--- src/rtl/eqc_pkg.sv ---
package eqc_pkg;
  localparam logic [1:0] EDGE_RISE = 2'd0;
  localparam logic [1:0] EDGE_FALL = 2'd1;

  typedef struct packed {
    logic up;
    logic dn;
  } eqc_step_t;

  // Returns whether a pin arriving at new_lvl matches the selected edge.
  function automatic logic eqc_edge_match(input logic new_lvl, input logic [1:0] sel);
    if (sel == EDGE_RISE)      return new_lvl;
    else if (sel == EDGE_FALL) return !new_lvl;
    else                       return 1'b1;
  endfunction
endpackage

--- src/rtl/eqc_sync.sv ---
module eqc_sync #(
  parameter int WIDTH  = 2,
  parameter int STAGES = 2
) (
  input  logic             clk,
  input  logic             rst_n,
  input  logic [WIDTH-1:0] d,
  output logic [WIDTH-1:0] q
);
  for (genvar i = 0; i < WIDTH; i++) begin : g_bit
    logic [STAGES-1:0] chain;
    always_ff @(posedge clk or negedge rst_n) begin
      if (!rst_n) chain <= '0;
      else        chain <= {chain[STAGES-2:0], d[i]};
    end
    assign q[i] = chain[STAGES-1];
  end
endmodule

--- src/rtl/eqc_decode.sv ---
module eqc_decode
  import eqc_pkg::*;
(
  input  logic       clk,
  input  logic       rst_n,
  input  logic       s_a,
  input  logic       s_b,
  input  logic       quad,
  input  logic [1:0] edge_sel,
  output eqc_step_t  step
);
  logic p_a, p_b;
  always_ff @(posedge clk or negedge rst_n) begin
    if (!rst_n) begin
      p_a <= 1'b0;
      p_b <= 1'b0;
    end else begin
      p_a <= s_a;
      p_b <= s_b;
    end
  end

  logic chg_a, chg_b, single, lvl, fwd, hit;
  always_comb begin
    chg_a  = s_a ^ p_a;
    chg_b  = s_b ^ p_b;
    single = chg_a ^ chg_b;
    lvl    = chg_a ? s_a : s_b;
    fwd    = chg_a ? (s_a != s_b) : (s_a == s_b);
    hit    = single && eqc_edge_match(lvl, edge_sel);
    if (!quad) begin
      step.up = chg_a && eqc_edge_match(s_a, edge_sel);
      step.dn = 1'b0;
    end else begin
      step.up = hit && fwd;
      step.dn = hit && !fwd;
    end
  end

  p_b_ignored_r3: assert property (@(posedge clk) disable iff (!rst_n)
    (!quad && (s_a == p_a)) |-> !(step.up || step.dn));
  p_plain_up_only_r2: assert property (@(posedge clk) disable iff (!rst_n)
    !quad |-> !step.dn);
  p_double_change_r6: assert property (@(posedge clk) disable iff (!rst_n)
    (quad && (s_a != p_a) && (s_b != p_b)) |-> !(step.up || step.dn));
endmodule

--- src/rtl/eqc_count.sv ---
module eqc_count
  import eqc_pkg::*;
#(
  parameter int W = 16
) (
  input  logic         clk,
  input  logic         rst_n,
  input  logic         en,
  input  eqc_step_t    step,
  input  logic [W-1:0] ceil_v,
  output logic [W-1:0] cnt,
  output logic         wrap
);
  localparam logic [W-1:0] ONE = W'(1);

  always_ff @(posedge clk or negedge rst_n) begin
    if (!rst_n) begin
      cnt  <= '0;
      wrap <= 1'b0;
    end else begin
      wrap <= 1'b0;
      if (en && step.up) begin
        if (cnt >= ceil_v) begin
          cnt  <= '0;
          wrap <= 1'b1;
        end else begin
          cnt <= cnt + ONE;
        end
      end else if (en && step.dn) begin
        if (cnt == '0) begin
          cnt  <= ceil_v;
          wrap <= 1'b1;
        end else begin
          cnt <= cnt - ONE;
        end
      end
    end
  end

  p_hold_disabled_r10: assert property (@(posedge clk) disable iff (!rst_n)
    !en |=> $stable(cnt));
  p_wrap_value_r7: assert property (@(posedge clk) disable iff (!rst_n)
    wrap |-> (cnt == '0 || cnt == ceil_v));
  p_increment_r2: assert property (@(posedge clk) disable iff (!rst_n)
    (en && step.up && cnt < ceil_v) |=> (cnt == $past(cnt) + ONE) && !wrap);
  p_underflow_r8: assert property (@(posedge clk) disable iff (!rst_n)
    (en && step.dn && cnt == '0) |=> wrap);
endmodule

--- src/rtl/edge_quad_counter.sv ---
module edge_quad_counter
  import eqc_pkg::*;
#(
  parameter int W         = 16,
  parameter int SYNC_DEPTH = 2
) (
  input  logic         clk,
  input  logic         rst_n,
  input  logic         pin_a,
  input  logic         pin_b,
  input  logic         quad_mode,
  input  logic [1:0]   edge_sel,
  input  logic [W-1:0] ceiling,
  input  logic         enable,
  output logic [W-1:0] count,
  output logic         wrap
);
  logic         mode_q;
  logic [1:0]   edge_q;
  logic [W-1:0] ceil_q;

  always_ff @(posedge clk or negedge rst_n) begin
    if (!rst_n) begin
      mode_q <= 1'b0;
      edge_q <= EDGE_RISE;
      ceil_q <= '1;
    end else if (!enable) begin
      mode_q <= quad_mode;
      edge_q <= edge_sel;
      ceil_q <= ceiling;
    end
  end

  logic [1:0] synced;
  eqc_sync #(.WIDTH(2), .STAGES(SYNC_DEPTH)) u_sync (
    .clk(clk), .rst_n(rst_n), .d({pin_b, pin_a}), .q(synced)
  );

  eqc_step_t step;
  eqc_decode u_decode (
    .clk(clk), .rst_n(rst_n), .s_a(synced[0]), .s_b(synced[1]),
    .quad(mode_q), .edge_sel(edge_q), .step(step)
  );

  eqc_count #(.W(W)) u_count (
    .clk(clk), .rst_n(rst_n), .en(enable), .step(step),
    .ceil_v(ceil_q), .cnt(count), .wrap(wrap)
  );

  p_cfg_frozen_r9: assert property (@(posedge clk) disable iff (!rst_n)
    enable |=> ($stable(ceil_q) && $stable(mode_q) && $stable(edge_q)));
endmodule

--- config.mk ---
export PLATFORM = sky130hd
export DESIGN_NAME = edge_quad_counter
export DESIGN_NICKNAME = d
export VERILOG_FILES = /design/src/rtl/eqc_pkg.sv /design/src/rtl/eqc_sync.sv /design/src/rtl/eqc_decode.sv /design/src/rtl/eqc_count.sv /design/src/rtl/edge_quad_counter.sv
export SDC_FILE = /design/constraint.sdc
export NUM_CORES = 1
export LEC_CHECK = 0
export BUFFER_PORTS_ARGS = -buffer_cell sky130_fd_sc_hd__buf_4
export CAP_MARGIN = 15
export CORE_ASPECT_RATIO = 1.25
export CORE_MARGIN = 4
export CORE_UTILIZATION = 53
export CTS_CLUSTER_DIAMETER = 30
export CTS_CLUSTER_SIZE = 16
export DETAILED_ROUTE_END_ITERATION = 7
export PLACE_DENSITY = 0.77
export SYNTH_ARGS = -nofsm -noshare
export SYNTH_HDL_FRONTEND = slang
export SYNTH_HIERARCHICAL = 1
export SYNTH_SLANG_ARGS = --single-unit
--- constraint.sdc ---
create_clock -name clk -period 2.2 [get_ports clk]
set_input_delay 0.33 -clock clk [delete_from_list [all_inputs] [get_ports clk]]
set_output_delay 0.33 -clock clk [all_outputs]
set_load 0.05 [all_outputs]
==> flow_metrics.env <==
export IMPL_status="complete, but fails checks"
export IMPL_violations="hold timing, setup timing"
export IMPL_n_antenna_cell=0
export IMPL_finalCritPeriodShare_pct=103.9
export IMPL_hold_violations=4
export IMPL_die_h_um=93.65
export IMPL_core_um2=5555
export IMPL_worst_path_stages=9
export IMPL_synthCells=345
export IMPL_critPathLaunchType="flop"
export IMPL_final_nets=471
export IMPL_grt_usage_pct=26.13
export IMPL_synth_edf_count=0
export IMPL_crit_family="compound AO/OA/AOI/OAI gates"
export IMPL_io_pins=41
export IMPL_die_w_um=76.52
export IMPL_clock_latency_ps=310
export IMPL_clockBufferDepth=2
export IMPL_tightest_slew_ps=552.7
export IMPL_grt_pass1_vias=2959
export IMPL_p_int_w=0.002383
export IMPL_grt_max_degree=43
export IMPL_grt_antenna_before_repair=0
export IMPL_cp_startpoint="ceil_q[13]"
export IMPL_ys_flop_type="dfrtp_1"
export IMPL_post_synth_main_area_contributors="dfrtp_1, dfstp_2, ha_1"
export IMPL_htreeDepth=2
export IMPL_portBuffers=40
export IMPL_die_area_um2=7166
export IMPL_reg2reg_depth=9
export IMPL_min_period_ps=2285
export IMPL_min_path_type="input pin to asynchronous set/reset pin"
export IMPL_fillers=399
export IMPL_overflow=0
export IMPL_dp_hpwl_um=6657
export IMPL_fmax_mhz=437.6
export IMPL_combPwrFrac_pct=57.0
export IMPL_slew_headroom_pct=63.15
export IMPL_cts_tree="done"
export IMPL_slew_viol_final=0
export IMPL_pre_cts_slack_ps=-196.3
export IMPL_drt_total_wl_um=9311
export IMPL_syn_avg_cell_area_um2=9.016
export IMPL_synthesis_nets=388
export IMPL_fin_skew_ps=11.17
export IMPL_drt_iter0_drc=249
export IMPL_switching_share_pct=44.21
export IMPL_synthArstFlopShare_pct=100.0
export IMPL_rsz0062_at_grt="yes"
export IMPL_cts_hold_buf=0
export IMPL_ir_drop_v=0.0007102
export IMPL_vias_per_cell=6.176
export IMPL_wl_per_cell_um=18.89
export IMPL_ys_types=57
export IMPL_critPathSlowestCell="dfstp_2"
export IMPL_grt_pass1_wl_um=14720
export IMPL_ys_seq_area_share_pct=34.43
export IMPL_place_congestion=0.9625
export IMPL_numCtsBuffers=5
export IMPL_drt_pass1_iter_count=6
export IMPL_rows=30
export IMPL_ys_warnings_count=6
export IMPL_setup_violations=8
export IMPL_cts_sinks=42
export IMPL_cpPeakStageDelay_ps=540
export IMPL_hold_slack_ps=-1.504
export IMPL_cp_data_required_time_ps=2400
export IMPL_arrival_ps=2480
export IMPL_rr_endpoint="u_count/cnt[7]"
export IMPL_crit_path_end_kind="flop"
export IMPL_path_cells="inv_1 -> ha_1 -> nand4_1 -> nor2_1 -> a31oi_1 -> o21a_2 -> buf_6 -> a21o_1 -> a221o_1"
export IMPL_start_util_pct=55.99
export IMPL_synth_seq_cells=42
export IMPL_synth_area_um2=3110
export IMPL_path_class="flop to flop"
export IMPL_p_clk_share_pct=17.7
export IMPL_dr_total_vias=3045
export IMPL_drcViolationCount=0
export IMPL_power_density_nw_per_um2=1034
export IMPL_yosysTopAreaCell="dfrtp_1"
export IMPL_p_switching_w=0.001888
export IMPL_power_share_sequential_pct=25.3
export IMPL_fin_util_pct=74.37
export IMPL_crit_path_end="u_count/cnt[7]"
export IMPL_r2r_start="ceil_q[13]"
export IMPL_cts_root_buf="clkbuf_8"
export IMPL_power_leakage_nw=1.851
export IMPL_cp_max_fo=4
export IMPL_ant_nets=0
export IMPL_clk_pin_slew_worst_paths_ps=90
export IMPL_ys_top_cells_by_count="nor2_1, nand2_1, dfrtp_1"
export IMPL_drive_gt1_share_pct=44.29
export IMPL_syn2layout_area_growth_pct=32.82
export IMPL_yosysMostFrequentCell="nor2_1"
export IMPL_worst_slack_ps=-85.04
export IMPL_r2r_slack_ps=-90
export IMPL_maxCapViolations=0
export IMPL_cp_buffers_inverters=2
export IMPL_yosys_area_top_type_share_pct=20.92
cells by family (layout without fill, tap and decap cells):
kind of cell             Yosys count  count (layout)  share of synthesized area, %
buffers and inverters             40             124                         6.758
AND/OR/NAND/NOR                  138             138                         24.06
XOR/XNOR                          10              10                         2.816
multiplexers                      21              21                         8.729
flip-flops                        42              42                         34.43
AO/OA/AOI/OAI                     75              75                         15.57
adder cells (fa/ha/maj)           19              19                         7.643
power groups by stage:
stage,logic [W],registers [W],clock network [W]
4_1_cts,0.00235,0.00108,0.000769
2_1_floorplan,0.00101,0.00153,0
3_3_place_gp,0.00224,0.00108,0
3_5_place_dp,0.00228,0.00109,0
6_report,0.00243,0.00108,0.000755
5_1_grt,0.00259,0.00110,0.000810
state kept, by name, indices dropped and copies added (netlist names):
register,count
u_decode/p_b,1
edge_q,2
u_count/wrap,1
u_count/cnt,16
ceil_q,16
u_sync/g_bit.chain,4
u_decode/p_a,1
mode_q,1
worst min path at each step:
stage / startpoint / to / slack (ps) / cells past startpoint
final: rst_n / u_count/wrap / -2 / 1
after global routing: rst_n / u_decode/p_b / 30 / 1
after CTS: rst_n / u_sync/g_bit[0].chain[0] / 20 / 1
after detailed placement: u_sync/g_bit[0].chain[0] / u_sync/g_bit[0].chain[1] / 340 / 0
after global placement: u_sync/g_bit[1].chain[0] / u_sync/g_bit[1].chain[1] / 330 / 0
after floorplan: rst_n / edge_q[0] / 30 / 0
stage by stage:
step,hold WS [ps],area (um2),TNS (ps),std cells,power (W)
after floorplan,34.41,3128,-36.15,345,0.002537
after global placement,334.5,3765,-188.5,478,0.003323
after detailed placement,340.5,3765,-1634,478,0.003367
after CTS,19.03,4038,-614.2,491,0.004196
after global routing,32.77,4131,-1532,493,0.004503
final,-1.504,4131,-336.8,493,0.004271
layout make-up:
class | count | area (um2) | share of cell area (%)
well taps | 64 | 80.08 | 1.938
inverters | 17 | 63.81 | 1.545
multi-input cells | 263 | 1997 | 48.33
clock inverters | 3 | 68.82 | 1.666
flip-flops and latches | 42 | 1079 | 26.11
repair buffers | 99 | 774.5 | 18.75
clock buffers | 5 | 68.82 | 1.666
metal layers:
metal / track usage, % / wire, um / vias up
met3: 4.223 / 624 / 39
met2: 46.85 / 4671 / 152
met5: 0 / 0 / -
li1: - / - / 1413
met1: 30.80 / 3630 / 1441
met4: 11.48 / 384 / 0
placed cells by master (no fill, tap or decap), types with 3 or more instances in the layout:
cell type,n
o21ai_1,9
nand4_1,8
nor2b_1,3
mux2_2,9
clkbuf_8,5
nand2_1,26
a21oi_2,5
nand3_1,24
nor3_1,11
a31oi_1,4
buf_4,93
inv_1,17
dfstp_2,16
nor3_2,3
a22oi_1,4
mux2_4,10
o211ai_1,6
xor2_1,5
a21oi_1,18
o21ai_0,4
buf_6,5
and3_1,5
a211oi_2,3
dfrtp_1,20
dfrtp_2,6
ha_1,18
nor2_1,30
xnor2_1,3
worst register-to-register path, cell delays in order (launching register included):
cell     delay [ps]
dfstp_2         540
inv_1            50
ha_1            290
nand4_1         190
nor2_1          140
a31oi_1         130
o21a_2          290
buf_6           130
a21o_1          140
a221o_1         280
what timing repair did:
item | in CTS | in global routing
pin swaps | 13 | 22
gates resized for setup | 27 | 18
setup endpoints to repair | 17 | 17
buffers inserted | 5 | 1
gates cloned | 0 | 1
Power figures use the tool's default switching activity.
